`config.mk`:
```
export PLATFORM = sky130hd
export DESIGN_NAME = a429_rx
export DESIGN_NICKNAME = d
export VERILOG_FILES = /design/src/rtl/a429_rx_pkg.sv /design/src/rtl/a429_rx_tick.sv /design/src/rtl/a429_rx_frame.sv /design/src/rtl/a429_rx_hold.sv /design/src/rtl/a429_rx.sv
export SDC_FILE = /design/constraint.sdc
export NUM_CORES = 1
export LEC_CHECK = 0
export CAP_MARGIN = 10
export CORE_MARGIN = 5
export CORE_UTILIZATION = 45
export DETAILED_ROUTE_END_ITERATION = 10
export PLACE_DENSITY_LB_ADDON = 0.15
export SLEW_MARGIN = 10
export SYNTH_ARGS = -nofsm -noshare
export SYNTH_HDL_FRONTEND = slang
export SYNTH_SLANG_ARGS = --single-unit
```
`constraint.sdc`:
```
create_clock -name clk -period 3.8 [get_ports clk]
set_input_delay 0.95 -clock clk [delete_from_list [all_inputs] [get_ports clk]]
set_output_delay 0.95 -clock clk [all_outputs]
set_load 0.03 [all_outputs]
```
`src/rtl/a429_rx_pkg.sv`:
```
package a429_rx_pkg;
    localparam int WORD_W = 32;
    localparam int HALF_W = WORD_W / 2;
    typedef logic [WORD_W-1:0] rx_word_t;
    typedef logic [HALF_W-1:0] rx_half_t;
endpackage

```
`src/rtl/a429_rx_tick.sv`:
```
module a429_rx_tick #(
    parameter int SLOW_DIV = 8
) (
    input  logic clk,
    input  logic rst_n,
    input  logic rate_sel,
    output logic tick
);
    localparam int DW = (SLOW_DIV > 1) ? $clog2(SLOW_DIV) : 1;
    localparam logic [DW-1:0] LAST = DW'(SLOW_DIV - 1);

    logic [DW-1:0] div_d, div_q;

    always_comb begin
        div_d = (div_q == LAST) ? '0 : div_q + 1'b1;
        tick  = rate_sel ? (div_q == LAST) : 1'b1;
    end

    always_ff @(posedge clk or negedge rst_n) begin
        if (!rst_n) div_q <= '0;
        else        div_q <= div_d;
    end

    AST_SLOW_SPACING: assert property (@(posedge clk) disable iff (!rst_n)
        (rate_sel && tick) |=> (!tick || !rate_sel));
endmodule

```
`src/rtl/a429_rx_frame.sv`:
```
module a429_rx_frame
    import a429_rx_pkg::*;
#(
    parameter int GAP      = 30,
    parameter int PER_MIN  = 8,
    parameter int PER_MAX  = 12,
    parameter int ACT_MIN  = 3,
    parameter int ACT_MAX  = 7,
    parameter int NULL_MIN = 3
) (
    input  logic     clk,
    input  logic     rst_n,
    input  logic     tick,
    input  logic     line_hi,
    input  logic     line_lo,
    output logic     word_vld,
    output rx_word_t word_dat
);
    localparam int CNT_TOP = ((GAP > PER_MAX) ? GAP : PER_MAX) + 1;
    localparam int CW      = $clog2(CNT_TOP + 1);
    localparam int BCW     = $clog2(WORD_W + 1);
    localparam logic [CW-1:0]  GAP_C   = CW'(GAP);
    localparam logic [CW-1:0]  GAP_M1  = CW'(GAP - 1);
    localparam logic [CW-1:0]  PMIN_C  = CW'(PER_MIN);
    localparam logic [CW-1:0]  PMAX_C  = CW'(PER_MAX);
    localparam logic [CW-1:0]  AMIN_C  = CW'(ACT_MIN);
    localparam logic [CW-1:0]  AMAX_C  = CW'(ACT_MAX);
    localparam logic [CW-1:0]  NMIN_C  = CW'(NULL_MIN);
    localparam logic [BCW-1:0] FULL_C  = BCW'(WORD_W);

    typedef struct packed {
        logic           armed;
        logic           prev_act;
        logic           prev_bit;
        logic [BCW-1:0] bit_cnt;
        logic [CW-1:0]  per_cnt;
        logic [CW-1:0]  act_cnt;
        logic [CW-1:0]  null_cnt;
        rx_word_t       shreg;
    } frame_t;

    frame_t st_d, st_q;
    logic   act_s;

    function automatic logic [CW-1:0] sat_inc(input logic [CW-1:0] v);
        return (v == '1) ? v : v + 1'b1;
    endfunction

    assign act_s = line_hi | line_lo;

    always_comb begin
        st_d     = st_q;
        word_vld = 1'b0;
        word_dat = {~^st_q.shreg, st_q.shreg[WORD_W-2:0]};
        if (tick) begin
            if (line_hi && line_lo) begin
                st_d.armed = 1'b0; st_d.bit_cnt = '0; st_d.null_cnt = '0;
            end else if (act_s) begin
                st_d.null_cnt = '0;
                if (!st_q.prev_act) begin
                    if (st_q.armed) begin
                        if (st_q.bit_cnt != '0 &&
                            (st_q.bit_cnt == FULL_C || st_q.per_cnt < PMIN_C ||
                             st_q.per_cnt > PMAX_C || st_q.null_cnt < NMIN_C)) begin
                            st_d.armed = 1'b0; st_d.bit_cnt = '0;
                        end else begin
                            st_d.bit_cnt = st_q.bit_cnt + 1'b1;
                            st_d.shreg   = {line_hi, st_q.shreg[WORD_W-1:1]};
                            st_d.per_cnt = CW'(1);
                            st_d.act_cnt = CW'(1);
                        end
                    end
                end else if (line_hi != st_q.prev_bit) begin
                    st_d.armed = 1'b0; st_d.bit_cnt = '0;
                end else begin
                    st_d.act_cnt = sat_inc(st_q.act_cnt);
                    st_d.per_cnt = sat_inc(st_q.per_cnt);
                end
            end else begin
                if (st_q.prev_act && st_q.armed && st_q.bit_cnt != '0 &&
                    (st_q.act_cnt < AMIN_C || st_q.act_cnt > AMAX_C)) begin
                    st_d.armed = 1'b0; st_d.bit_cnt = '0; st_d.null_cnt = '0;
                end else begin
                    st_d.per_cnt  = sat_inc(st_q.per_cnt);
                    st_d.null_cnt = (st_q.null_cnt == GAP_C) ? GAP_C : st_q.null_cnt + 1'b1;
                    if (st_q.null_cnt == GAP_M1) begin
                        st_d.armed   = 1'b1;
                        st_d.bit_cnt = '0;
                        word_vld     = st_q.armed && (st_q.bit_cnt == FULL_C);
                    end
                end
            end
            st_d.prev_act = act_s;
            st_d.prev_bit = line_hi;
        end
    end

    always_ff @(posedge clk or negedge rst_n) begin
        if (!rst_n) st_q <= '0;
        else        st_q <= st_d;
    end

    AST_ACCEPT_ON_NULL: assert property (@(posedge clk) disable iff (!rst_n)
        word_vld |-> (tick && !line_hi && !line_lo));
    AST_ACCEPT_SPACED: assert property (@(posedge clk) disable iff (!rst_n)
        word_vld |=> !word_vld);
    AST_BITCNT_BOUND: assert property (@(posedge clk) disable iff (!rst_n)
        st_q.bit_cnt <= FULL_C);
endmodule

```
`src/rtl/a429_rx_hold.sv`:
```
module a429_rx_hold
    import a429_rx_pkg::*;
(
    input  logic     clk,
    input  logic     rst_n,
    input  logic     word_vld,
    input  rx_word_t word_dat,
    input  logic     rd_en,
    input  logic     rd_hi,
    output rx_half_t rd_data,
    output logic     data_ready
);
    typedef struct packed {
        rx_word_t word;
        logic     ready;
    } hold_t;

    hold_t hd_d, hd_q;

    always_comb begin
        hd_d = hd_q;
        if (word_vld) begin
            hd_d.word  = word_dat;
            hd_d.ready = 1'b1;
        end else if (rd_en && rd_hi) begin
            hd_d.ready = 1'b0;
        end
        rd_data    = rd_hi ? hd_q.word[WORD_W-1:HALF_W] : hd_q.word[HALF_W-1:0];
        data_ready = hd_q.ready;
    end

    always_ff @(posedge clk or negedge rst_n) begin
        if (!rst_n) hd_q <= '0;
        else        hd_q <= hd_d;
    end

    AST_READY_SET: assert property (@(posedge clk) disable iff (!rst_n)
        word_vld |=> data_ready);
    AST_READY_CLEAR: assert property (@(posedge clk) disable iff (!rst_n)
        (data_ready && rd_en && rd_hi && !word_vld) |=> !data_ready);
    AST_WORD_HELD: assert property (@(posedge clk) disable iff (!rst_n)
        !word_vld |=> $stable(hd_q.word));
endmodule

```
`src/rtl/a429_rx.sv`:
```
module a429_rx
    import a429_rx_pkg::*;
#(
    parameter int SLOW_DIV = 8,
    parameter int GAP      = 30,
    parameter int PER_MIN  = 8,
    parameter int PER_MAX  = 12,
    parameter int ACT_MIN  = 3,
    parameter int ACT_MAX  = 7,
    parameter int NULL_MIN = 3
) (
    input  logic        clk,
    input  logic        rst_n,
    input  logic        rate_sel,
    input  logic        line_hi,
    input  logic        line_lo,
    input  logic        rd_en,
    input  logic        rd_hi,
    output logic [15:0] rd_data,
    output logic        data_ready
);
    logic     tick;
    logic     word_vld;
    rx_word_t word_dat;

    a429_rx_tick #(.SLOW_DIV(SLOW_DIV)) u_tick (
        .clk(clk), .rst_n(rst_n), .rate_sel(rate_sel), .tick(tick)
    );

    a429_rx_frame #(
        .GAP(GAP), .PER_MIN(PER_MIN), .PER_MAX(PER_MAX),
        .ACT_MIN(ACT_MIN), .ACT_MAX(ACT_MAX), .NULL_MIN(NULL_MIN)
    ) u_frame (
        .clk(clk), .rst_n(rst_n), .tick(tick),
        .line_hi(line_hi), .line_lo(line_lo),
        .word_vld(word_vld), .word_dat(word_dat)
    );

    a429_rx_hold u_hold (
        .clk(clk), .rst_n(rst_n), .word_vld(word_vld), .word_dat(word_dat),
        .rd_en(rd_en), .rd_hi(rd_hi), .rd_data(rd_data), .data_ready(data_ready)
    );
endmodule

```
# Word-level counts from Yosys, hierarchy flattened
# Index checks and enable logic that the tools add are counted.
# word_totals
ff_bits,92
in_bits,7
# op_classes
add_sub_neg,5
order_cmp,5
n_eq_ne,16
n_mux,35
bitwise,4
reduce_logical,21
# op_table
op,n
$mux W16,3
$mux W5,7
$reduce_xnor A32 Y1,1
$mux W6,5
$eq A5 B5 Y1 const B,4
$mux W10,2
$mux W1,16
$add A5 B1 Y5 const B,3
$reduce_and A6 Y1,2
$mux W11,1
$lt A5 B2 Y1 const B,2
$logic_and A1 B1 Y1,7
$reduce_and A7 Y1,1
$add A6 B1 Y6 const B,1
$eq A6 B6 Y1 const B,1
$reduce_bool A6 Y1,1
$gt A5 B3 Y1 const B,1
$gt A5 B4 Y1 const B,1
$lt A5 B4 Y1 const B,1
$logic_or A1 B1 Y1,4
$ne A2 B1 Y1 const B,2
$ne A2 B2 Y1 const B,2
$ne A4 B2 Y1 const B,1
$ne A4 B4 Y1 const B,1
13 further kinds,16

# Logic depth before layout (Yosys ltp)
# Gate-level depths: netlist of run 1.
# depth
depth_word,10
depth_mapped,10
mapped_depth_nobuf,8

# Hierarchy
# From an unflattened synthesis of run 1, not the netlist that was laid out.
# unflattened
cells_unflattened,457
area_unflattened_um2,4972.3
# by_module_without_submodules
mod,instances,cells_each,area_each_um2
a429_rx_frame,1,361,3244.4
a429_rx_hold,1,89,1617.8
a429_rx_tick,1,7,110.1

# Worst setup path after synthesis of run 1
# OpenSTA, ideal clock, no wires.
# synth_timing
kind,in2out
startpoint,input port rd_hi
endpoint,output port rd_data[0]
arrival_time_ns,2.027
slack_ns,0.823
path_stages,3
path_buffers,2
cell_sequence,clkbuf_1 clkbuf_1 mux2_2
# synth_between
elab_chain_cells,1
# synth_rtl
item,line,rtl
from (decl),a429_rx.sv:18,"input logic rd_hi,"
$mux W16,a429_rx_hold.sv:28,rd_data = rd_hi ? hd_q.word[WORD_W-1:HALF_W] : hd_q.word[HALF_W-1:0];
to (decl),a429_rx.sv:19,"output logic [15:0] rd_data,"
# Every way passes these cells.

# Final worst setup path of run 1
# layout_timing
startpoint,input port rd_hi
endpoint,output port rd_data[9]
# Same word-level chain as after synthesis.

==> impl_results.md, run 1 <==
- Status: complete, no violations
- Tcrit/Tclk final: between 90% and 100%
- Netlist Area Pre-Place: about 4700 um^2
- Dominant synthesized flop cell: dfrtp_1
- Worst-skew pair later-pin latency: 0.36 ns
- Rel. slew slack: around 49%
- CTS Buf Count: 9
- Standard-cell row count: 37
- Final RePlAce weighted congestion: between 0.7 and 0.8
- Post-CTS Setup Bufs: 0
- Initial antenna violation count: 0
- Top Usage Layer GRT: met2
- Initial DRC Count: approximately 110
- Final setup margin: ~0.28 ns
- Post-route cell area: around 5300 um^2
- Dpl cell area: 5070 um^2
- PortBufs: 23
- CP Data Arrival Time: 2.57 ns
- Finished Layout Cells: a little over 600
- Crit-path slowest cell: clkdlybuf4s50_1
- Max-slew violations: 0
- Chip Width: 112 um
- Syn Nets: 459
- Worst Path Max Fanout: 17
- Async set-reset flop share out of synthesis: 100%
- Final ANT Viol Nets: 0
- Max stage delay on crit path: 0.59 ns
- IO Count: 24
- Final hold violations: 0
- Layout cell share with drive strength beyond 1: 17.5%
- Initial Utilization: a little under half
- Post-Synthesis Cells: 438
- Crit path cell chain: clkdlybuf4s50_1 -> buf_12 -> mux2_2 -> clkdlybuf4s50_1
- Placed Cells: between 500 and 600
- Nets: between 400 and 500
- Met3 usage: roughly 2.4%
- Worst Max-Slew Pin Slew: approximately 0.76 ns
- DP HPWL: approximately 5800 um
- Number of synthesized flops with an enable pin: 0
- WL/cell: 14.1 um
- Max Clk Rate: ~0.28 GHz
- Avg Cell Area, Syn: 10.7 um^2
- Critical path's top delay family: buffers and inverters
- Worst Setup End Kind: output port
- Grt total ovfl: 0
- Drt total wl: approximately 8500 um
- Hold Path Depth: 1
- Fin Setup TNS: 0 ns
- Register area share after synthesis: 49.0%
- CTS resizes: 0
- Met2 GRT Util: 22.8%
- CP dominant cell by count: clkdlybuf4s50_1
- RSZ-0062 raised after global routing: no
- Worst reg-to-reg path cell count: 9
- DR DRC count: 0
- Layout Skew: around 0.011 ns
- Post-CTS Hold Buffers: 0
- Antenna Cells: 0
- Tot GR Track Use: around 14%
- WP buf/inv: 3
- Power density over the cells: roughly 400 nW/um^2
- Place WS: 0.266 ns
- Average via count per standard cell: around 5
- Setup crit start kind: input port
- Largest net degree at the start of global routing: between 60 and 70
- Tmin final: between 3 and 4 ns
- Clock Pin Slew Worst Setup and Hold Paths: roughly 0.09 ns
- CTS tree: yes
- Chip height: 112 um
- Critical path data required time: between 2 and 3 ns
- Stages on worst setup path: 4
- CTS Root Buffer Type: clkbuf_8
- DR pass1 iterations: 4
- CORE AREA: slightly above 10000 um^2
- Area Overhead vs Synth: 12.7%
- Clock buffer depth: 2
- Die area: 12600 um^2
- Hold Crit Class: flop to flop
- Max-cap violation count: 0
- Warning count from the yosys run: 0
- Pleak: 2.62 nW
- First-pass GRT wire length: ~15000 um
- Finish-stage setup viols: 0
- Vias in the first global route: between 3000 and 4000
- Max IR drop VDD: between 0.0002 and 0.00025 V
- Via count: 3044
- Clock sinks: 92
- GR Util met1: between 10% and 20%
- Htree depth: 3
- Crit path kind: input port to output port
- Number of distinct library cells after synthesis: 47
- Yosys reg bits: between 90 and 100
## report_power, final
| group | leakage (nW) | total, mW | internal (mW) | switching, mW |
|---|---|---|---|---|
| logic | 1.26 | 0.295 | 0.142 | 0.153 |
| clock network | 0.111 | 0.733 | 0.375 | 0.357 |
| registers | 1.25 | 1.10 | 1.03 | 0.0641 |
## kinds of logic after synthesis
kind of cell               Yosys count  synth area share, %
AOI/OAI and AO/OA                   53                 7.94
adders and majority gates           14                 3.73
muxes                               48                 13.7
DFF                                 92                 49.0
buffers and inverters               31                 3.30
and+or+nand+nor                    168                 16.3
xor gates and xnor gates            32                 5.97
## final timing paths
| kind | from | slack [ns] | end |
|---|---|---|---|
| setup / recovery | rd_hi | 0.28 | rd_data[9] |
| setup reg to reg | u_tick.div_q[0]$_DFF_PN0_ | 1.19 | u_hold.hd_q[3]$_DFFE_PN0P_ |
| max in group asynchronous | rst_n | 2.40 | u_frame.word_dat[26]$_DFFE_PN0P_ |
| hold reg to reg | u_tick.div_q[0]$_DFF_PN0_ | 0.44 | u_tick.div_q[0]$_DFF_PN0_ |
| hold / removal | u_tick.div_q[0]$_DFF_PN0_ | 0.44 | u_tick.div_q[0]$_DFF_PN0_ |
| min in group asynchronous | rst_n | 0.65 | u_hold.hd_q[1]$_DFFE_PN0P_ |
## synth_stat cells (2+ instances only)
cell / number / area share, %
nand2_1: 116 / 9.3
xnor2_1: 29 / 5.4
nor2_1: 8 / 0.64
o22ai_1: 7 / 0.93
nand2b_1: 3 / 0.40
nand3_1: 9 / 0.96
ha_1: 14 / 3.7
dfrtp_1: 92 / 49
mux2_2: 20 / 4.8
buf_6: 4 / 0.96
nor4_1: 2 / 0.27
and2_1: 2 / 0.27
o31ai_1: 2 / 0.32
nand3b_1: 2 / 0.32
or2b_1: 2 / 0.32
xor2_1: 3 / 0.56
o211ai_1: 3 / 0.48
or3_1: 3 / 0.40
mux2_4: 28 / 9.0
inv_1: 16 / 1.3
and3_1: 8 / 1.1
a41oi_1: 4 / 0.75
o21ai_0: 15 / 1.6
nand4_1: 5 / 0.67
clkbuf_1: 8 / 0.64
a21oi_1: 11 / 1.2
buf_4: 2 / 0.32
## sequential cells by signal, indices dropped and copies added (netlist names)
| register | cells |
|---|---|
| u_frame.st_q | 25 |
| u_hold.data_ready | 1 |
| u_frame.word_dat | 31 |
| u_tick.div_q | 3 |
| u_hold.hd_q | 32 |
## metrics by stage
step | total power [mW] | util, % | hold WS, ns
final | 2.13 | 51.7 | 0.437
after floorplan | 1.33 | - | 0.403
after detailed placement | 1.41 | 49.6 | 0.428
after CTS | 2.16 | 51.7 | 0.443
after global placement | 1.41 | 49.6 | 0.417
after global routing | 2.25 | 51.7 | 0.473
## per-layer routing
layer  vias up  share of wire, %
li1       1541                 -
met1      1460                49
met2        34                47
met3         9               2.8
met4         0              0.92
met5         -                 0
## cell type report
type,count,area (um^2)
clock buffers,9,124
inverters,16,60.1
repair buffers,31,300
well taps,136,170
multi-input cells,315,2240
clock inverters,6,95.1
flip-flops and latches,92,2300
fillers,913,4940
## cells in the final DEF (no fill, tap or decap), types with 9 or more instances in the layout
master | netlist | layout
a21oi_1 | 11 | 11
clkbuf_8 | 0 | 9
clkdlybuf4s50_1 | 0 | 22
dfrtp_1 | 92 | 92
ha_1 | 14 | 14
inv_1 | 16 | 16
mux2_2 | 20 | 20
mux2_4 | 28 | 28
nand2_1 | 116 | 116
nand3_1 | 9 | 9
o21ai_0 | 15 | 15
xnor2_1 | 29 | 29
(Power assumes the default switching activity.)
==> run 2: changes to the inputs <==
--- a/config.mk
+++ b/config.mk
@@ -6,7 +6,6 @@
 export NUM_CORES = 1
 export LEC_CHECK = 0
 export CAP_MARGIN = 10
-export CORE_MARGIN = 5
 export CORE_UTILIZATION = 45
 export DETAILED_ROUTE_END_ITERATION = 10
 export PLACE_DENSITY_LB_ADDON = 0.15
==> run 2 against run 1 <==
Worst setup slack worse by 0.0014 ns. Clock power hardly changed. Clock-buffer cell count is 1 higher. Utilization is 1.5 points higher. Critical endpoint is now rd_data[6]. Largest cell class unchanged.
==> impl_results.md, run 2 (synthesis results as in run 1) <==
- RSZ-0062 raised after global routing: no
- Met1 wire length: 4110 um (-1.1%)
- Vias in the first global route: 3078 (-1.0%)
- Hold Crit Class: flop to flop
- Final setup margin: 0.279 ns (-0.00137 ns)
- Most common cell after layout, fill and taps aside: nand2_1
- Drt total wl: 8480 um (-0.21%)
- Top reg by flops: u_hold.hd_q
- Fin Setup TNS: 0 ns (unchanged)
- Worst-skew pair later-pin latency: 0.35 ns (about the same)
- Post-CTS Hold Buffers: 0 (unchanged)
- Crit path to: rd_data[6]
- Post-route cell area: 5300 um^2 (about the same)
- Antenna Cells: 0 (unchanged)
- Htree depth: 3 (unchanged)
- Layout Skew: 0.0106 ns (-0.000306 ns)
- Initial Utilization: 47.2% (+1.3 points)
- Average via count per standard cell: 5.19 (+3.1%)
- Max Clk Rate: 0.284 GHz (about the same)
- Standard-cell row count: 36 (-2.7%)
- Worst reg-to-reg path cell count: 7 (-2)
- Largest net degree at the start of global routing: 43 (-30%)
- Max-cap violation count: 0 (unchanged)
- Final hold slack: 0.444 ns (+0.00690 ns)
- Setup crit start kind: input port
- DR WL met3: 228 um (-3.4%)
- CTS Root Buffer Type: clkbuf_8
- WL/cell: 14.1 um (+0.29%)
- Final ANT Viol Nets: 0 (unchanged)
- Placed Cells: 586 (-0.68%)
- Dpl cell area: 5070 um^2 (about the same)
- Clock Pin Slew Worst Setup and Hold Paths: 0.09 ns (about the same)
- Worst Max-Slew Pin Slew: 0.598 ns (-0.166 ns)
- Worst Path Max Fanout: 17 (unchanged)
- CTS tree: yes
- Worst Setup End Kind: output port
- Post-CTS Setup Bufs: 0 (unchanged)
- Max FFs per register: 32 (unchanged)
- Power density over the cells: 401 nW/um^2 (-0.18%)
- CTS resizes: 0 (unchanged)
- Finish-stage setup viols: 0 (unchanged)
- Chip Width: 104 um (-7.1%)
- Place WS: 0.281 ns (+0.0153 ns)
- Die area: 10800 um^2 (-14%)
- Final hold violations: 0 (unchanged)
- IO Count: 24 (unchanged)
- DR DRC count: 0 (unchanged)
- Most frequent cells in the layout: nand2_1, dfrtp_1, xnor2_1
- CORE AREA: 9950 um^2 (-2.7%)
- Clock sinks: 92 (unchanged)
- Finished Layout Cells: 602 (-0.50%)
- Highest routed layer: met4
- Tmin final: 3.52 ns (+0.00137 ns)
- Clock buffer depth: 2 (unchanged)
- Initial antenna violation count: 0 (unchanged)
- DR pass1 iterations: 4 (unchanged)
- CP Data Arrival Time: 2.57 ns (about the same)
- Crit path kind: input port to output port
- Critical path data required time: 2.85 ns (about the same)
- Rel. slew slack: 60.0% (+11 points)
- Pleak: 2.62 nW (about the same)
- Via count: 3122 (+2.6%)
- Tot GR Track Use: 17.0% (+2.8 points)
- Layout cell share with drive strength beyond 1: 17.3% (-0.21 points)
- Area Overhead vs Synth: 12.8% (about the same)
- First-pass GRT wire length: 14900 um (+0.37%)
- CP startpoint: rd_hi
- Max-slew violations: 0 (unchanged)
- Nets: 485 (-0.21%)
- Chip height: 104 um (-7.1%)
- Initial DRC Count: 163 (+46%)
- Final RePlAce weighted congestion: 0.770 (+2.2%)
- Status: complete, no violations
- R2R Path Start: u_frame.st_q[47]$_DFFE_PN0P_
- PortBufs: 23 (unchanged)
- DP HPWL: 5720 um (-1.5%)
- Tcrit/Tclk final: 92.7% (about the same)
- Reg-to-reg critical path endpoint: u_frame.st_q[44]$_DFFE_PN0P_
- DR WL met2: 4030 um (-0.22%)
- CTS Buf Count: 9 (unchanged)
- Worst R2R Setup Slack: 1.30 ns (+0.11 ns)
- Max IR drop VDD: 0.000298 V (+39%)
- Grt total ovfl: 0 (unchanged)
[run 2: cell count changes in the layout (fill, tap and decap cells not counted), sizes merged]
cell | before | now
buf | 9 | 8
clkbuf | 9 | 10
clkinv | 1 | 2
inv | 19 | 18
[run 2: worst min-delay path by stage]
stage / slack [ns] / start / cells after the start / endpoint
after global placement: 0.42 / u_tick.div_q[0]$_DFF_PN0_ / 1 / u_tick.div_q[0]$_DFF_PN0_
after detailed placement: 0.44 / u_tick.div_q[0]$_DFF_PN0_ / 1 / u_tick.div_q[0]$_DFF_PN0_
after global routing: 0.47 / u_tick.div_q[0]$_DFF_PN0_ / 1 / u_tick.div_q[0]$_DFF_PN0_
final: 0.44 / u_tick.div_q[0]$_DFF_PN0_ / 1 / u_tick.div_q[0]$_DFF_PN0_
after floorplan: 0.40 / u_tick.div_q[0]$_DFF_PN0_ / 1 / u_tick.div_q[0]$_DFF_PN0_
after CTS: 0.45 / u_tick.div_q[0]$_DFF_PN0_ / 1 / u_tick.div_q[0]$_DFF_PN0_
[run 2: power breakdown]
part           internal, mW  switching (mW)
registers              1.03          0.0617
clock network         0.378           0.352
logic                 0.142           0.156
total                  1.55           0.570
[run 2: critical path: stages]
cell	delay (ns)
clkdlybuf4s50_1	0.51
buf_12	0.17
mux2_2	0.35
clkdlybuf4s50_1	0.59
[run 2: layout make-up]
| cell class | count | area (um^2) |
|---|---|---|
| clock buffer | 10 | 128 |
| clock inverter | 6 | 95.1 |
| fill | 872 | 4660 |
| inverter | 16 | 60.1 |
| multi-input combinational | 315 | 2240 |
| sequential | 92 | 2300 |
| tap | 133 | 166 |
| timing repair buffer | 30 | 305 |
[run 2: routing by layer]
metal | track usage [%] | up-vias
li1 | - | 1539
met1 | 23.3 | 1527
met2 | 27.2 | 46
met3 | 3.01 | 10
met4 | 5.41 | 0
met5 | 0 | -
[run 2: per-stage QoR]
step | util (%) | total power [mW]
finish | 53.2 | 2.12
CTS | 53.2 | 2.15
global placement | 51.0 | 1.40
global route | 53.2 | 2.24
floorplan | - | 1.33
detailed placement | 51.0 | 1.41
